==> config.mk <==
export PLATFORM = sky130hd
export DESIGN_NAME = cfg_seq_top
export DESIGN_NICKNAME = d
export VERILOG_FILES = /design/src/rtl/cfg_seq_pkg.sv /design/src/rtl/cfg_sync.sv /design/src/rtl/cfg_len_cnt.sv /design/src/rtl/cfg_phase_fsm.sv /design/src/rtl/cfg_seq_top.sv
export SDC_FILE = /design/constraint.sdc
export NUM_CORES = 1
export LEC_CHECK = 0
export BUFFER_PORTS_ARGS = -buffer_cell sky130_fd_sc_hd__buf_2
export CORE_ASPECT_RATIO = 0.8
export CORE_UTILIZATION = 24
export DETAILED_ROUTE_END_ITERATION = 6
export PLACE_DENSITY = 0.4
export SKIP_CTS_REPAIR_TIMING = 1
export SLEW_MARGIN = 20
export SYNTH_ARGS = -nofsm -noshare
export SYNTH_HDL_FRONTEND = slang
export SYNTH_SLANG_ARGS = --single-unit
==> constraint.sdc <==
create_clock -name clk -period 4.49 [get_ports clk]
set_input_delay 1.347 -clock clk [delete_from_list [all_inputs] [get_ports clk]]
set_output_delay 1.347 -clock clk [all_outputs]
set_load 0.05 [all_outputs]
==> src/rtl/cfg_seq_pkg.sv <==
package cfg_seq_pkg;
  typedef enum logic [1:0] {
    PH_PREP  = 2'd0,
    PH_LOAD  = 2'd1,
    PH_START = 2'd2,
    PH_RUN   = 2'd3
  } phase_e;
endpackage

==> src/rtl/cfg_sync.sv <==
module cfg_sync #(
  parameter int W = 3
) (
  input  logic         clk,
  input  logic         por_n,
  input  logic [W-1:0] din,
  output logic [W-1:0] dout
);
  for (genvar i = 0; i < W; i++) begin : g_bit
    logic st1, st2;
    always_ff @(posedge clk or negedge por_n) begin
      if (!por_n) begin
        st1 <= 1'b0;
        st2 <= 1'b0;
      end else begin
        st1 <= din[i];
        st2 <= st1;
      end
    end
    assign dout[i] = st2;
  end
endmodule

==> src/rtl/cfg_len_cnt.sv <==
module cfg_len_cnt #(
  parameter int LEN_W = 16
) (
  input  logic             clk,
  input  logic             por_n,
  input  logic             in_load,
  input  logic             tick,
  input  logic             eoc,
  input  logic [LEN_W-1:0] load_len,
  output logic             load_done
);
  logic [LEN_W-1:0] cnt;
  logic             eoc_seen;

  always_ff @(posedge clk or negedge por_n) begin
    if (!por_n) begin
      cnt      <= '0;
      eoc_seen <= 1'b0;
    end else if (!in_load) begin
      cnt      <= '0;
      eoc_seen <= 1'b0;
    end else begin
      if (tick) cnt <= cnt + 1'b1;
      if (eoc)  eoc_seen <= 1'b1;
    end
  end

  assign load_done = in_load && (cnt == load_len) && (eoc_seen || eoc);


  cnt_step_chk: assert property (@(posedge clk) disable iff (!por_n)
    (in_load && tick) |=> (!in_load || cnt == $past(cnt) + 1'b1));

  cnt_zero_chk: assert property (@(posedge clk) disable iff (!por_n)
    !in_load |=> (cnt == '0));
endmodule

==> src/rtl/cfg_phase_fsm.sv <==
module cfg_phase_fsm
  import cfg_seq_pkg::*;
#(
  parameter int MODE_W       = 4,
  parameter int CLR_CYC      = 8,
  parameter int SU_CYC       = 4,
  parameter int SLAVE_SETTLE = 2,
  parameter int MASTER_EXTRA = 6
) (
  input  logic              clk,
  input  logic              por_n,
  input  logic              s_init,
  input  logic              s_rst_n,
  input  logic              s_prog_n,
  input  logic              master_mode,
  input  logic              keep_mem,
  input  logic [MODE_W-1:0] mode_pins,
  input  logic              load_done,
  output phase_e            phase,
  output logic              clr_busy,
  output logic [MODE_W-1:0] mode_q
);
  localparam int NEED_M = SLAVE_SETTLE + MASTER_EXTRA;
  localparam int HW     = $clog2(NEED_M + 1);
  localparam int CW     = $clog2(CLR_CYC + 1);
  localparam int SW     = $clog2(SU_CYC + 1);
  localparam logic [HW-1:0] LAST_S = HW'(SLAVE_SETTLE - 1);
  localparam logic [HW-1:0] LAST_M = HW'(NEED_M - 1);
  localparam logic [CW-1:0] CLR_RL = CW'(CLR_CYC);
  localparam logic [SW-1:0] SU_LST = SW'(SU_CYC - 1);

  logic [HW-1:0] hi_run;
  logic [CW-1:0] clr_left;
  logic [SW-1:0] su_cnt;
  logic          once;
  logic          qual;
  logic [HW-1:0] hi_last;
  logic [CW-1:0] reload;

  assign qual     = (clr_left == '0) && s_init && s_rst_n && s_prog_n;
  assign hi_last  = master_mode ? LAST_M : LAST_S;
  assign reload   = (keep_mem && once) ? '0 : CLR_RL;
  assign clr_busy = (phase == PH_PREP) && (clr_left != '0);

  always_ff @(posedge clk or negedge por_n) begin
    if (!por_n) begin
      phase    <= PH_PREP;
      clr_left <= CLR_RL;
      hi_run   <= '0;
      su_cnt   <= '0;
      once     <= 1'b0;
      mode_q   <= '0;
    end else begin
      unique case (phase)
        PH_PREP: begin
          if (clr_left != '0) clr_left <= clr_left - 1'b1;
          if (qual) begin
            if (hi_run == hi_last) begin
              phase  <= PH_LOAD;
              mode_q <= mode_pins;
              hi_run <= '0;
            end else begin
              hi_run <= hi_run + 1'b1;
            end
          end else begin
            hi_run <= '0;
          end
        end
        PH_LOAD: begin
          if (!s_rst_n || !s_prog_n) begin
            phase    <= PH_PREP;
            clr_left <= reload;
          end else if (load_done) begin
            phase  <= PH_START;
            su_cnt <= '0;
            once   <= 1'b1;
          end
        end
        PH_START: begin
          if (!s_prog_n) begin
            phase    <= PH_PREP;
            clr_left <= reload;
          end else if (su_cnt == SU_LST) begin
            phase <= PH_RUN;
          end else begin
            su_cnt <= su_cnt + 1'b1;
          end
        end
        default: begin
          if (!s_prog_n) begin
            phase    <= PH_PREP;
            clr_left <= reload;
          end
        end
      endcase
    end
  end


  hold_prep_chk: assert property (@(posedge clk) disable iff (!por_n)
    (phase == PH_PREP && !s_init) |=> (phase == PH_PREP));

  abort_load_chk: assert property (@(posedge clk) disable iff (!por_n)
    (phase == PH_LOAD && (!s_rst_n || !s_prog_n)) |=> (phase == PH_PREP));

  run_ignores_rst_chk: assert property (@(posedge clk) disable iff (!por_n)
    (phase == PH_RUN && s_prog_n) |=> (phase == PH_RUN));

  prep_exit_chk: assert property (@(posedge clk) disable iff (!por_n)
    (phase == PH_PREP && (!s_rst_n || !s_prog_n)) |=> (phase == PH_PREP));
endmodule

==> src/rtl/cfg_seq_top.sv <==
module cfg_seq_top
  import cfg_seq_pkg::*;
#(
  parameter int MODE_W       = 4,
  parameter int LEN_W        = 16,
  parameter int CLR_CYC      = 8,
  parameter int SU_CYC       = 4,
  parameter int SLAVE_SETTLE = 2,
  parameter int MASTER_EXTRA = 6
) (
  input  logic              clk,
  input  logic              por_n,
  input  logic              rst_pin_n,
  input  logic              prog_pin_n,
  input  logic              init_sense,
  input  logic [MODE_W-1:0] mode_pins,
  input  logic              master_mode,
  input  logic              cclk_tick,
  input  logic [LEN_W-1:0]  length_count,
  input  logic              eoc_frame,
  input  logic              keep_mem,
  output logic              init_pull_low,
  output logic              hdc,
  output logic              ldc,
  output logic              done,
  output logic              mem_clear,
  output logic              io_active,
  output logic              int_rst_rel,
  output logic              dout_en,
  output logic [MODE_W-1:0] mode_latched,
  output logic [1:0]        phase
);
  logic [2:0] raw_in, syn_in;
  phase_e     ph;
  logic       clr_busy, load_done, live;

  assign raw_in = {init_sense, prog_pin_n, rst_pin_n};

  cfg_sync #(.W(3)) u_sync (
    .clk(clk), .por_n(por_n), .din(raw_in), .dout(syn_in)
  );

  cfg_phase_fsm #(
    .MODE_W(MODE_W), .CLR_CYC(CLR_CYC), .SU_CYC(SU_CYC),
    .SLAVE_SETTLE(SLAVE_SETTLE), .MASTER_EXTRA(MASTER_EXTRA)
  ) u_fsm (
    .clk(clk), .por_n(por_n),
    .s_init(syn_in[2]), .s_rst_n(syn_in[0]), .s_prog_n(syn_in[1]),
    .master_mode(master_mode), .keep_mem(keep_mem), .mode_pins(mode_pins),
    .load_done(load_done), .phase(ph), .clr_busy(clr_busy), .mode_q(mode_latched)
  );

  cfg_len_cnt #(.LEN_W(LEN_W)) u_len (
    .clk(clk), .por_n(por_n), .in_load(ph == PH_LOAD), .tick(cclk_tick),
    .eoc(eoc_frame), .load_len(length_count), .load_done(load_done)
  );

  assign live          = (ph == PH_START) || (ph == PH_RUN);
  assign phase         = ph;
  assign mem_clear     = clr_busy;
  assign init_pull_low = clr_busy;
  assign hdc           = !live;
  assign ldc           = live;
  assign done          = live;
  assign io_active     = live;
  assign int_rst_rel   = live;
  assign dout_en       = (ph == PH_LOAD);


  dout_excl_chk: assert property (@(posedge clk) disable iff (!por_n)
    done |-> (!mem_clear && !dout_en));

  start_from_load_chk: assert property (@(posedge clk) disable iff (!por_n)
    $rose(done) |-> ($past(dout_en) && $past(load_done)));
endmodule

==> flow_metrics.env <==
export IMPL_r2r_cells=8
export IMPL_final_hold_violation_count=0
export IMPL_post_route_util_pct=30.8
export IMPL_nFillCells=931
export IMPL_regToRegEndpoint="u_len.cnt[11]"
export IMPL_worstMarginPinSlew_ns=0.936
export IMPL_drt_vias_per_instance=4.25
export IMPL_min_to="u_sync.g_bit[1].st2"
export IMPL_num_vias=1540
export IMPL_regToRegStartpoint="u_fsm.phase[1]"
export IMPL_place_gp_congestion=0.703
export IMPL_crit_path_max_fanout=12
export IMPL_period_minus_slack_ns=3.26
export IMPL_grt_pass1_wl_mm=7.65
export IMPL_routed_wl_mm=4.48
export IMPL_synthAdderAreaFrac_pct=5.17
export IMPL_firstDrtPassIters=4
export IMPL_rsz0062_at_grt="false"
export IMPL_track_usage_pct=10.6
export IMPL_cts_tree="done"
export IMPL_cts_sinks=41
export IMPL_dieArea_um2=9460
export IMPL_endpoint_kind="primary output"
export IMPL_synth_top_family_by_area="simple AND/OR/NAND/NOR gates"
export IMPL_clkTransAtPathRegs_ns=0.06
export IMPL_die_w_um=109
export IMPL_preCtsSetupSlack_ns=1.50
export IMPL_holdPathStages=0
export IMPL_clkLatencyLatePin_ns=0.28
export IMPL_cts_root_buf="clkbuf_16"
export IMPL_synthSimpleGateAreaFrac_pct=16.8
export IMPL_power_density_nw_per_um2=558
export IMPL_clock_skew_ns=0.00816
export IMPL_fmax_mhz=307
export IMPL_cts_max_level=2
export IMPL_yosysSeqAreaShare_pct=47.2
export IMPL_synthToLayoutAreaGrowth_pct=21.9
export IMPL_grt_max_degree=42
export IMPL_setup_viol=0
export IMPL_grt_overflow=0
export IMPL_p_leak_nw=1.25
export IMPL_synth_nets=246
export IMPL_cts_buffers=5
export IMPL_synth_xor_area_share_pct=13.3
export IMPL_ant_nets=0
export IMPL_ys_warnings_count=0
export IMPL_dp_hpwl_mm=3.36
export IMPL_drive_gt1_share_pct=24.4
export IMPL_coreArea_um2=8630
export IMPL_dp_cells=354
export IMPL_power_mw=1.48
export IMPL_ys_seq_elements=41
export IMPL_clk_path_buf_depth=2
export IMPL_final_common_cell="buf_2"
export IMPL_synth_cells=208
export IMPL_antenna_found_initial=0
export IMPL_hold_path_class="reg2reg"
export IMPL_path_class="reg2out"
export IMPL_synth_avg_cell_area_um2=10.5
export IMPL_syn_area_um2=2180
export IMPL_required_ns=3.14
export IMPL_worstPathArrival_ns=1.91
export IMPL_first_global_vias=1531
export IMPL_outcome="finished clean"
export IMPL_die_y_um=87.2
export IMPL_worstHoldStart="u_sync.g_bit[1].st1"
export IMPL_fin_cells=362
export IMPL_r2r_setup_slack_ns=2.28
export IMPL_fin_crit_sh_pct=72.6
export IMPL_fp_row_count=30
export IMPL_maxSlewViolCount=0
export IMPL_initial_core_util_pct=25.2
export IMPL_fin_tns_setup_ns=0
export IMPL_yosysUniqueCellTypes=38
export IMPL_drt_iter0_markers=43
export IMPL_drc=0
export IMPL_maxCapViolations=0
export IMPL_fin_nets=287
export IMPL_ios=43
export IMPL_final_setup_worst_slack_ns=1.23
export IMPL_ir_drop_mv=0.394
export IMPL_detail_route_wl_per_cell_um=12.4
export IMPL_synth_mux_area_share_pct=6.61
export IMPL_port_buffers=42
export IMPL_critPathLaunchType="flop"
export IMPL_synth_compound_area_share_pct=6.66
export IMPL_final_cell_mix="buf_2, dfrtp_1, nor2_1"
export IMPL_diodes=0
export IMPL_slew_headroom_pct=37.6
how the worst max path moves through the flow:
stage | startpoint | endpoint | slack [ns] | cells after the start
global route | u_fsm.phase[0] | mem_clear | 1.08 | 5
finish | u_fsm.phase[0] | mem_clear | 1.23 | 5
global placement | u_fsm.phase[0] | init_pull_low | 1.56 | 5
detailed placement | u_fsm.phase[0] | mem_clear | 1.50 | 5
floorplan | u_fsm.phase[0] | mem_clear | 1.09 | 5
CTS | u_fsm.phase[0] | mem_clear | 1.19 | 5
cell usage after synthesis, drive strengths merged:
cell / number / area share (%)
dfrtp: 40 / 46
nor2: 24 / 4.1
xnor2: 17 / 6.8
xor2: 16 / 6.4
inv: 13 / 2.2
nand4: 12 / 3.7
nand2: 11 / 1.9
ha: 9 / 5.2
mux2: 8 / 4.3
nand3: 7 / 1.6
a21oi: 6 / 1.4
o21ai: 6 / 1.4
buf: 5 / 1.6
mux2i: 5 / 2.3
nor3: 5 / 1.4
clkbuf: 3 / 0.52
nor2b: 3 / 0.86
a22o: 2 / 0.80
and3: 2 / 0.57
o22ai: 2 / 0.57
or2: 2 / 0.57
a22oi: 1 / 0.34
and2: 1 / 0.29
and3b: 1 / 0.46
and4: 1 / 0.40
dfstp: 1 / 1.2
nand2b: 1 / 0.29
nor3b: 1 / 0.57
o2111a: 1 / 0.52
o211ai: 1 / 0.98
o21a: 1 / 0.69
critical path, stage by stage (launching register included):
cell and delay [ns]:
dfrtp_1 0.43, inv_1 0.10, ha_1 0.42, inv_1 0.19, nor2_1 0.20, buf_2 0.29
flip-flops by register name, indices dropped and copies added, names as in the netlist:
name	flops
u_len.cnt	16
u_fsm.clr_left	4
u_fsm.hi_run	4
u_fsm.mode_q	4
u_fsm.su_cnt	3
u_sync.g_bit.st1	3
u_sync.g_bit.st2	3
u_fsm.phase	2
u_fsm.once	1
u_len.eoc_seen	1
report_power, final:
group,leakage [nW],total (mW),internal [mW],switching [mW]
registers,0.547,0.463,0.416,0.0472
logic,0.623,0.604,0.190,0.415
clock network,0.0841,0.415,0.278,0.137
per-stage QoR:
step           cell area [um^2]  hold slack [ns]
2_1_floorplan              2180            0.331
3_3_place_gp               2480            0.334
3_5_place_dp               2480            0.335
4_1_cts                    2660            0.349
5_1_grt                    2660            0.355
6_report                   2660            0.348
layout make-up:
type                    instances  area (um^2)  area share [%]
inverters                      13         48.8            1.84
flip-flops and latches         41         1030            38.7
well taps                     112          140            5.28
clock inverters                 1         30.0            1.13
repair buffers                 42          210            7.92
multi-input cells             146         1060            39.8
clock buffers                   7          143            5.37
logic make-up after synthesis:
logic type,after synthesis
compound gates,20
xor+xnor,33
fa+ha+maj,9
buf+inv,21
flops,41
mux,13
simple gates,71
routing by layer:
metal	vias up	routed length (um)	global-route usage (%)
met4	0	62	4.42
met1	728	2390	15.2
met5	-	0	0
li1	782	-	-
met2	25	1900	15.5
met3	5	139	2.09
Note: power is estimated with default switching activity, not from simulation.
